## src/rtl/svm3_pkg.sv

```systemverilog
package svm3_pkg;
    // sqrt(3) in fixed point for the beta projection
    localparam int SQ3_K  = 7094;
    localparam int SQ3_SH = 12;

    typedef enum logic [1:0] {
        ST_IDLE = 2'd0,
        ST_MAP  = 2'd1,
        ST_DIV  = 2'd2
    } phase_e;
endpackage

```

## src/rtl/svm3_geom.sv

```systemverilog
module svm3_geom
    import svm3_pkg::*;
#(
    parameter int IW = 16,
    parameter int VW = 16,
    parameter int NW = 24
) (
    input  logic signed [IW-1:0] alpha,
    input  logic signed [IW-1:0] beta,
    input  logic [VW-1:0]        vdc,
    input  logic [VW-1:0]        vlow,
    output logic [2:0]           sector,
    output logic [2:0][NW-1:0]   ph_num,
    output logic [NW-1:0]        ph_den,
    output logic [NW-1:0]        hi_num,
    output logic [NW-1:0]        hi_den
);
    localparam int PW = IW + 15;
    localparam logic signed [PW-1:0] KSQ = PW'(SQ3_K);

    logic signed [PW-1:0] b_ext, prod, y_full;
    logic signed [NW-1:0] aw, yw, vd, vd2, vd3, six_vd;
    logic signed [NW-1:0] score [6];
    logic signed [NW-1:0] best, ox, oy, a6, y6, span, mn, mx;
    logic signed [NW-1:0] ph [3];
    logic [2:0]           idx;

    always_comb begin
        b_ext  = PW'(beta);
        prod   = b_ext * KSQ;
        y_full = prod >>> SQ3_SH;
        aw     = NW'(alpha);
        yw     = NW'(y_full);
        vd     = $signed(NW'(vdc));
        vd2    = vd <<< 1;
        vd3    = vd + vd2;
        six_vd = vd2 + (vd <<< 2);

        score[0] = aw <<< 1;
        score[1] = aw + yw;
        score[2] = yw - aw;
        score[3] = -(aw <<< 1);
        score[4] = -aw - yw;
        score[5] = aw - yw;
        best = score[0];
        idx  = 3'd0;
        for (int k = 1; k < 6; k++) begin
            if (score[k] > best) begin
                best = score[k];
                idx  = 3'(k);
            end
        end

        case (idx)
            3'd0:    begin ox = vd2; oy = '0;   end
            3'd1:    begin ox = vd;  oy = vd3;  end
            3'd2:    begin ox = -vd; oy = vd3;  end
            3'd3:    begin ox = -vd2; oy = '0;  end
            3'd4:    begin ox = -vd; oy = -vd3; end
            default: begin ox = vd;  oy = -vd3; end
        endcase

        a6 = (aw <<< 2) + (aw <<< 1) - ox;
        y6 = (yw <<< 2) + (yw <<< 1) - oy;
        ph[0] = a6 <<< 1;
        ph[1] = y6 - a6;
        ph[2] = -a6 - y6;

        mn = ph[0];
        mx = ph[0];
        for (int k = 1; k < 3; k++) begin
            if (ph[k] < mn) mn = ph[k];
            if (ph[k] > mx) mx = ph[k];
        end
        span = mx - mn;
        for (int k = 0; k < 3; k++) ph_num[k] = ph[k] - mn;
        ph_den = (span > six_vd) ? span : six_vd;

        hi_den = NW'(vdc);
        hi_num = (vlow >= vdc) ? '0 : NW'(vdc - vlow);
        sector = idx + 3'd1;
    end
endmodule

```

## src/rtl/svm3_div.sv

```systemverilog
module svm3_div #(
    parameter int NW = 24,
    parameter int F  = 12
) (
    input  logic          clk,
    input  logic          rst,
    input  logic          go,
    input  logic [NW-1:0] num,
    input  logic [NW-1:0] den,
    output logic          fin,
    output logic [F:0]    quo
);
    localparam int CW = $clog2(F + 2);

    typedef struct packed {
        logic [NW:0]   rem;
        logic [NW-1:0] den;
        logic [F:0]    q;
        logic [CW-1:0] cnt;
        logic          busy;
        logic          fin;
    } div_t;

    div_t r_q, r_d;
    logic          ge;
    logic [NW:0]   diff;

    always_comb begin
        r_d     = r_q;
        r_d.fin = 1'b0;
        ge      = 1'b0;
        diff    = r_q.rem;
        if (go) begin
            r_d.rem  = {1'b0, num};
            r_d.den  = den;
            r_d.q    = '0;
            r_d.cnt  = CW'(F + 1);
            r_d.busy = 1'b1;
        end else if (r_q.busy) begin
            ge       = (r_q.den != '0) && (r_q.rem >= {1'b0, r_q.den});
            diff     = ge ? (r_q.rem - {1'b0, r_q.den}) : r_q.rem;
            r_d.rem  = {diff[NW-1:0], 1'b0};
            r_d.q    = {r_q.q[F-1:0], ge};
            r_d.cnt  = r_q.cnt - 1'b1;
            if (r_q.cnt == CW'(1)) begin
                r_d.busy = 1'b0;
                r_d.fin  = 1'b1;
            end
        end
    end

    always_ff @(posedge clk) begin
        if (rst) r_q <= '0;
        else     r_q <= r_d;
    end

    assign fin = r_q.fin;
    assign quo = r_q.q;
endmodule

```

## src/rtl/svm3_dwell.sv

```systemverilog
module svm3_dwell
    import svm3_pkg::*;
#(
    parameter int IW = 16,
    parameter int VW = 16,
    parameter int F  = 12
) (
    input  logic                 clk,
    input  logic                 rst,
    input  logic                 start,
    input  logic signed [IW-1:0] alpha,
    input  logic signed [IW-1:0] beta,
    input  logic [VW-1:0]        vdc,
    input  logic [VW-1:0]        vlow,
    output logic                 done,
    output logic [2:0]           sector,
    output logic [F:0]           d1,
    output logic [F:0]           d2,
    output logic [F:0]           d3
);
    localparam int NW = ((IW > VW) ? IW : VW) + 8;
    localparam logic [F:0] ONE = (F + 1)'(1) << F;

    typedef struct packed {
        phase_e                ph;
        logic signed [IW-1:0]  alpha;
        logic signed [IW-1:0]  beta;
        logic [VW-1:0]         vdc;
        logic [VW-1:0]         vlow;
        logic [2:0]            sector;
        logic [2:0][F:0]       duty;
        logic                  done;
    } ctl_t;

    ctl_t r_q, r_d;

    logic [2:0]          g_sector;
    logic [2:0][NW-1:0]  g_num;
    logic [NW-1:0]       g_den, g_hnum, g_hden;
    logic                go;
    logic [3:0]          fin_v;
    logic [3:0][F:0]     quo_v;
    logic [3:0][NW-1:0]  num_v, den_v;

    logic [F:0]          qmax, share;
    logic [2*F+1:0]      prod;
    logic [F+1:0]        sum;

    svm3_geom #(.IW(IW), .VW(VW), .NW(NW)) u_geom (
        .alpha (r_q.alpha),
        .beta  (r_q.beta),
        .vdc   (r_q.vdc),
        .vlow  (r_q.vlow),
        .sector(g_sector),
        .ph_num(g_num),
        .ph_den(g_den),
        .hi_num(g_hnum),
        .hi_den(g_hden)
    );

    for (genvar g = 0; g < 4; g++) begin : g_div
        if (g < 3) begin : g_phase
            assign num_v[g] = g_num[g];
            assign den_v[g] = g_den;
        end else begin : g_half
            assign num_v[g] = g_hnum;
            assign den_v[g] = g_hden;
        end
        svm3_div #(.NW(NW), .F(F)) u_div (
            .clk(clk),
            .rst(rst),
            .go (go),
            .num(num_v[g]),
            .den(den_v[g]),
            .fin(fin_v[g]),
            .quo(quo_v[g])
        );
    end

    always_comb begin
        r_d      = r_q;
        r_d.done = 1'b0;
        go       = 1'b0;

        qmax = quo_v[0];
        for (int k = 1; k < 3; k++) begin
            if (quo_v[k] > qmax) qmax = quo_v[k];
        end
        prod  = (ONE - qmax) * quo_v[3];
        share = prod[2*F:F];

        case (r_q.ph)
            ST_IDLE: begin
                if (start) begin
                    r_d.alpha = alpha;
                    r_d.beta  = beta;
                    r_d.vdc   = vdc;
                    r_d.vlow  = vlow;
                    r_d.ph    = ST_MAP;
                end
            end
            ST_MAP: begin
                go     = 1'b1;
                r_d.ph = ST_DIV;
            end
            default: begin
                if (&fin_v) begin
                    for (int k = 0; k < 3; k++) begin
                        sum = {1'b0, quo_v[k]} + {1'b0, share};
                        r_d.duty[k] = (sum > {1'b0, ONE}) ? ONE : sum[F:0];
                    end
                    r_d.sector = g_sector;
                    r_d.done   = 1'b1;
                    r_d.ph     = ST_IDLE;
                end
            end
        endcase
    end

    always_ff @(posedge clk) begin
        if (rst) r_q <= '0;
        else     r_q <= r_d;
    end

    assign done   = r_q.done;
    assign sector = r_q.sector;
    assign d1     = r_q.duty[0];
    assign d2     = r_q.duty[1];
    assign d3     = r_q.duty[2];
endmodule

```

## config.mk

```make
export PLATFORM = sky130hd
export DESIGN_NAME = svm3_dwell
export DESIGN_NICKNAME = d
export VERILOG_FILES = /design/src/rtl/svm3_pkg.sv /design/src/rtl/svm3_geom.sv /design/src/rtl/svm3_div.sv /design/src/rtl/svm3_dwell.sv
export SDC_FILE = /design/constraint.sdc
export NUM_CORES = 2
export LEC_CHECK = 0
export BUFFER_PORTS_ARGS = -buffer_cell sky130_fd_sc_hd__buf_2
export CORE_UTILIZATION = 59
export CTS_BUF_LIST = sky130_fd_sc_hd__clkbuf_8
export DETAILED_ROUTE_END_ITERATION = 7
export PLACE_DENSITY = 0.77
export SKIP_CTS_REPAIR_TIMING = 1
export SLEW_MARGIN = 20
export SYNTH_ARGS = -nofsm -noshare
export SYNTH_HDL_FRONTEND = slang
export SYNTH_HIERARCHICAL = 1
export SYNTH_SLANG_ARGS = --single-unit
```

## constraint.sdc

```tcl
create_clock -name clk -period 61.2 [get_ports clk]
set_input_delay 12.24 -clock clk [delete_from_list [all_inputs] [get_ports clk]]
set_output_delay 12.24 -clock clk [all_outputs]
set_load 0.1 [all_outputs]
```

# Word-level counts from Yosys, hierarchy flattened

Index checks and enable logic that the tools add are counted.

Register bits after elaboration: 325
Input port bits: 67

Add/subtract/negate cells: 36
Multiply operators: 2
$lt $le $gt $ge: 20
Eq/ne operators: 10
Mux-type cells: 51
Bitwise operators: 5
Reductions and logical operators: 27

Operator list:

| kind                     | count |
|---|---|
| $mux W24                 | 22 |
| $sub A24 B24 Y24         | 11 |
| $gt A24 B24 Y1           | 7 |
| $ge A25 B24 Y1           | 3 |
| $pmux W24 S3             | 1 |
| $mux W66                 | 1 |
| $mux W13                 | 5 |
| $lt A24 B24 Y1           | 2 |
| $neg A16 Y24             | 2 |
| $neg A17 Y24             | 2 |
| $neg A24 Y24             | 2 |
| $pmux W24 S2             | 1 |
| $reduce_bool A24 Y1      | 2 |
| $add A13 B13 Y14         | 3 |
| $gt A14 B13 Y1 const B   | 3 |
| $mul A16 B13 Y29 const B | 1 |
| $gt A13 B13 Y1           | 2 |
| $ge A25 B16 Y1           | 1 |
| $mul A14 B14 Y25         | 1 |
| $mux W6                  | 4 |
| $sub A24 B16 Y24         | 1 |
| $sub A24 B18 Y24         | 1 |
| $add A20 B19 Y21         | 1 |
| $mux W5                  | 4 |
| other kinds (33)         | 68 |

# Logic depth before layout (Yosys ltp)

Depth in word-level cells: 24
Gate-level depth with buffers: 188
Gate-level depth less buffers: 176

# Hierarchy

Netlist, hierarchy kept.

By module, submodules not included:

| module                        | instances | cells each | area each (sq um) | sequential area each (sq um) |
|---|---|---|---|---|
| svm3_geom                     | 1         | 3600       | 26988.4           | 0.0 |
| svm3_dwell                    | 1         | 1636       | 13538.0           | 2182.1 |
| svm3_div (g_div[0].u_div ...) | 3         | 498        | 4256.6            | 1361.3 |
| svm3_div (g_div[3].u_div)     | 1         | 530        | 4410.5            | 1361.3 |

# Worst setup path before layout

No wires, ideal clock.

Kind: register to register
Start: register r_q[81] (netlist name)
End: register g_div[0].u_div/r_q[33] (netlist name)
Setup time: 0.128 ns
Data arrival time: 32.787 ns
Required time: 61.072 ns
Slack: 28.285 ns
Cell stages (with the launch flop): 176
Path buffers: 15
Period minus slack after synthesis: 32.915 ns
Path through: dfxtp_1 ha_1 inv_1 fa_1 fa_1 inv_1 fa_1 inv_1 fa_1 inv_1 ha_1 o21ai_0 a21oi_1 nor2_1 nor2b_1 nor2_1 xnor2_1 ha_1 [140 not listed] o21ai_0 a21boi_0 o31a_1 nor4_1 nor3_1 a21oi_1 xnor2_1 ha_1 nand3_1 nor4_1 a21oi_1 nor3_1 and3_1 nor2_8 buf_12 mux2_4 mux2i_1 nor2_1

RTL lines:

| element              | RTL line       | text |
|---|---|---|
| to (signal assigned) | svm3_div.sv:54 | `else r_q <= r_d;` |
| to (decl)            | svm3_div.sv:24 | `div_t r_q, r_d;` |

==> flow_summary.yaml <==
logic_synthesis:
  yosys_warnings: 6
  synth_top_cells_by_area: "ha_1, dfxtp_1, fa_1, inv_1, mux2i_1"
  yosysMostFrequentCell: "inv_1"
  syn_inst: 7260
  synth_edf_count: 0
  synth_area_per_cell_um2: 7.949
  yosysSeqAreaShare_pct: 13.22
  synthTopCellsByCount: "inv_1, ha_1, nor2_1"
  synth_seq_cells: 381
  netlist.area_leader.share_pct: 18.28
  yosysTopAreaCell: "ha_1"
  synth_area_um2: 57710
  synth_cell_type_count: 125
  synthArstFlopShare_pct: 0
  synthFlopType: "dfxtp_1"
die:
  num_rows: 114
  start_util_pct: 59.58
  num_io_pins: 110
  fp.dieH_um: 314.7
  dieArea_um2: 99060
  die_w_um: 314.7
  core-area_um2: 96850
placed_design:
  portBuffers: 109
  hpwlAfterDp_um: 140700
  gp_congestion: 1.037
global_routing:
  gr-usage-met2_pct: 54.68
  overflow: 0
  grt-busiest-layer: "met2"
  grtUsageMet3_pct: 4.697
  track_usage_pct: 34.43
  grt_pass1_vias: 49200
  grt_max_degree: 85
  grt_use_met1_pct: 46.78
  grt_first_pass_wirelength_um: 271200
  antenna_found_initial: 2
sta:
  finalMaxSlewViolations: 0
  rsz0062_at_grt: "no"
  fmax_mhz: 25.66
  fin_setup_tns_ps: 0
  period_minus_slack_ps: 38970
  setup_viol: 0
  finalHoldViolations: 0
  finalClockSkew_ps: 54.50
  tightest_slew_ps: 1229
  fin_crit_sh_pct: 63.68
  relSlewSlack_pct: 17.33
worst_setup_path:
  required_ps: 61840
  cp-end-kind: "flop"
  critical_path_class: "flop to flop"
  cpPeakStageDelay_ps: 680
  critPathMaxFanout: 38
  cp.arrival_ps: 39610
  startpoint_type: "flop"
  path_delay_family: "compound AO/OA/AOI/OAI gates"
  critPathMostFrequentCell: "a21oi_1"
  crit_buf_inv: 18
  slowest_stage: "inv_1"
clock_network:
  clock_sink_count: 381
  insertion_delay_ps: 730
  path_clk_slew_ps: 60
  cts_buffer_depth: 3
  cts_max_level: 3
  cts_tree: "yes"
  cts_buffers: 74
  root_buffer: "clkbuf_8"
layout:
  multi_input_area_um2: 44810
  syn_to_final_growth_pct: 4.388
  drive_gt1_share_pct: 6.409
  ff_latch_area_um2: 7627
  fillers: 8618
  nets: 8387
route:
  drc: 9
  wire_per_inst_um: 20.26
  num_vias: 51520
  drtIter0Drc: 4685
  ant_nets: 0
  via_per_inst: 6.060
  drt_first_pass_iters: 8
  wl_um: 172300
outcome:
  status: "finished, violations left"
  violations: "design-rule violations"
run:
  drv_cap: 0
hold_path:
  hold_class: "flop to flop"
[path summary, 6_finish.rpt]
check | startpoint | to | slack (ps) | cells past startpoint
max reg2reg | r_q[81] | g_div[1].u_div/r_q[28] | 22230 | 170
min reg2reg | d2[8] | d2[8] | 440 | 2
min | d2[8] | d2[8] | 440 | 2
max | r_q[81] | g_div[1].u_div/r_q[28] | 22230 | 170
[registers in the layout, summed over array words and instances, names as in the netlist]
| register | cells |
|---|---|
| g_div.u_div/fin | 4 |
| d2 | 13 |
| done | 1 |
| g_div.u_div/r_q | 216 |
| r_q | 66 |
| d3 | 13 |
| sector | 3 |
| g_div.u_div/quo | 52 |
| d1 | 13 |
[worst register-to-register path, delay by kind of cell, from the launching register on]
kind            cells  cell delay [ps]
flops               1              470
buf+inv            18             4260
xor+xnor            4             1320
fa+ha+maj          25             8360
compound gates     85            17200
mux                 4             1540
simple gates       34             5730
[area by class of cell]
cell class | instances | area share [%]
repair buffers | 190 | 2.031
inverters | 906 | 5.645
clock inverters | 38 | 0.4798
well taps | 1276 | 2.650
diodes | 1 | 0.004154
flip-flops and latches | 381 | 12.66
multi-input cells | 5615 | 74.38
clock buffers | 94 | 2.148
[stage by stage]
step                util (%)  instances  cell area (um^2)  hold slack, ps  setup slack, ps
floorplan                  -       7268             57740           416.8            28290
global placement       60.47       8365             58570           422.8            24260
detailed placement     60.48       8365             58570           428.0            23280
CTS                    62.11       8497             60150           437.5            23100
global route           62.20       8501             60240           460.3            19670
finish                 62.20       8501             60240           436.1            22230
[logic make-up (layout without fill, tap and decap cells)]
group	after synthesis	in the layout	share of synthesized area (%)
flops	381	381	13.22
simple gates	1923	1923	15.63
buf+inv	1272	1228	9.343
xor+xnor	440	440	6.891
other cells	1	10	0.006498
compound gates	1758	1758	19.98
fa+ha+maj	1167	1167	29.26
mux	318	318	5.668
[placed cells by master (no fill, tap or decap), types with 23 or more instances in the layout]
cell      netlist  routed
a211oi_1       49      49
a21boi_0       33      33
a21o_1        155     155
a21oi_1       525     525
a22oi_1        95      95
a31oi_1        54      54
and2_1        126     125
and3_1         58      58
buf_2          26     108
buf_4         129      78
clkbuf_8        0      94
dfxtp_1       381     381
fa_1          309     309
ha_1          843     843
inv_1         894     912
mux2_2         23      23
mux2i_1       284     284
nand2_1       560     559
nand2b_1       67      67
nand3_1       101     101
nand4_1        68      68
nor2_1        606     601
nor2b_1        74      73
nor3_1         99      99
nor3b_1        26      26
nor4_1         47      47
o21a_1         94      94
o21ai_0       332     331
o21bai_1       57      57
o22ai_1        76      76
xnor2_1       302     302
xor2_1        128     128
[layer usage]
metal	routed length [um]	share of wire [%]	vias up
met2	76700	45	1806
met4	7347	4.3	0
li1	-	-	24720
met3	12290	7.1	294
met5	0	0	-
met1	75920	44	24700
Power is left out: the tool's default activity adds up to more than one toggle a clock period on the data nets, which glitch-free logic cannot reach.
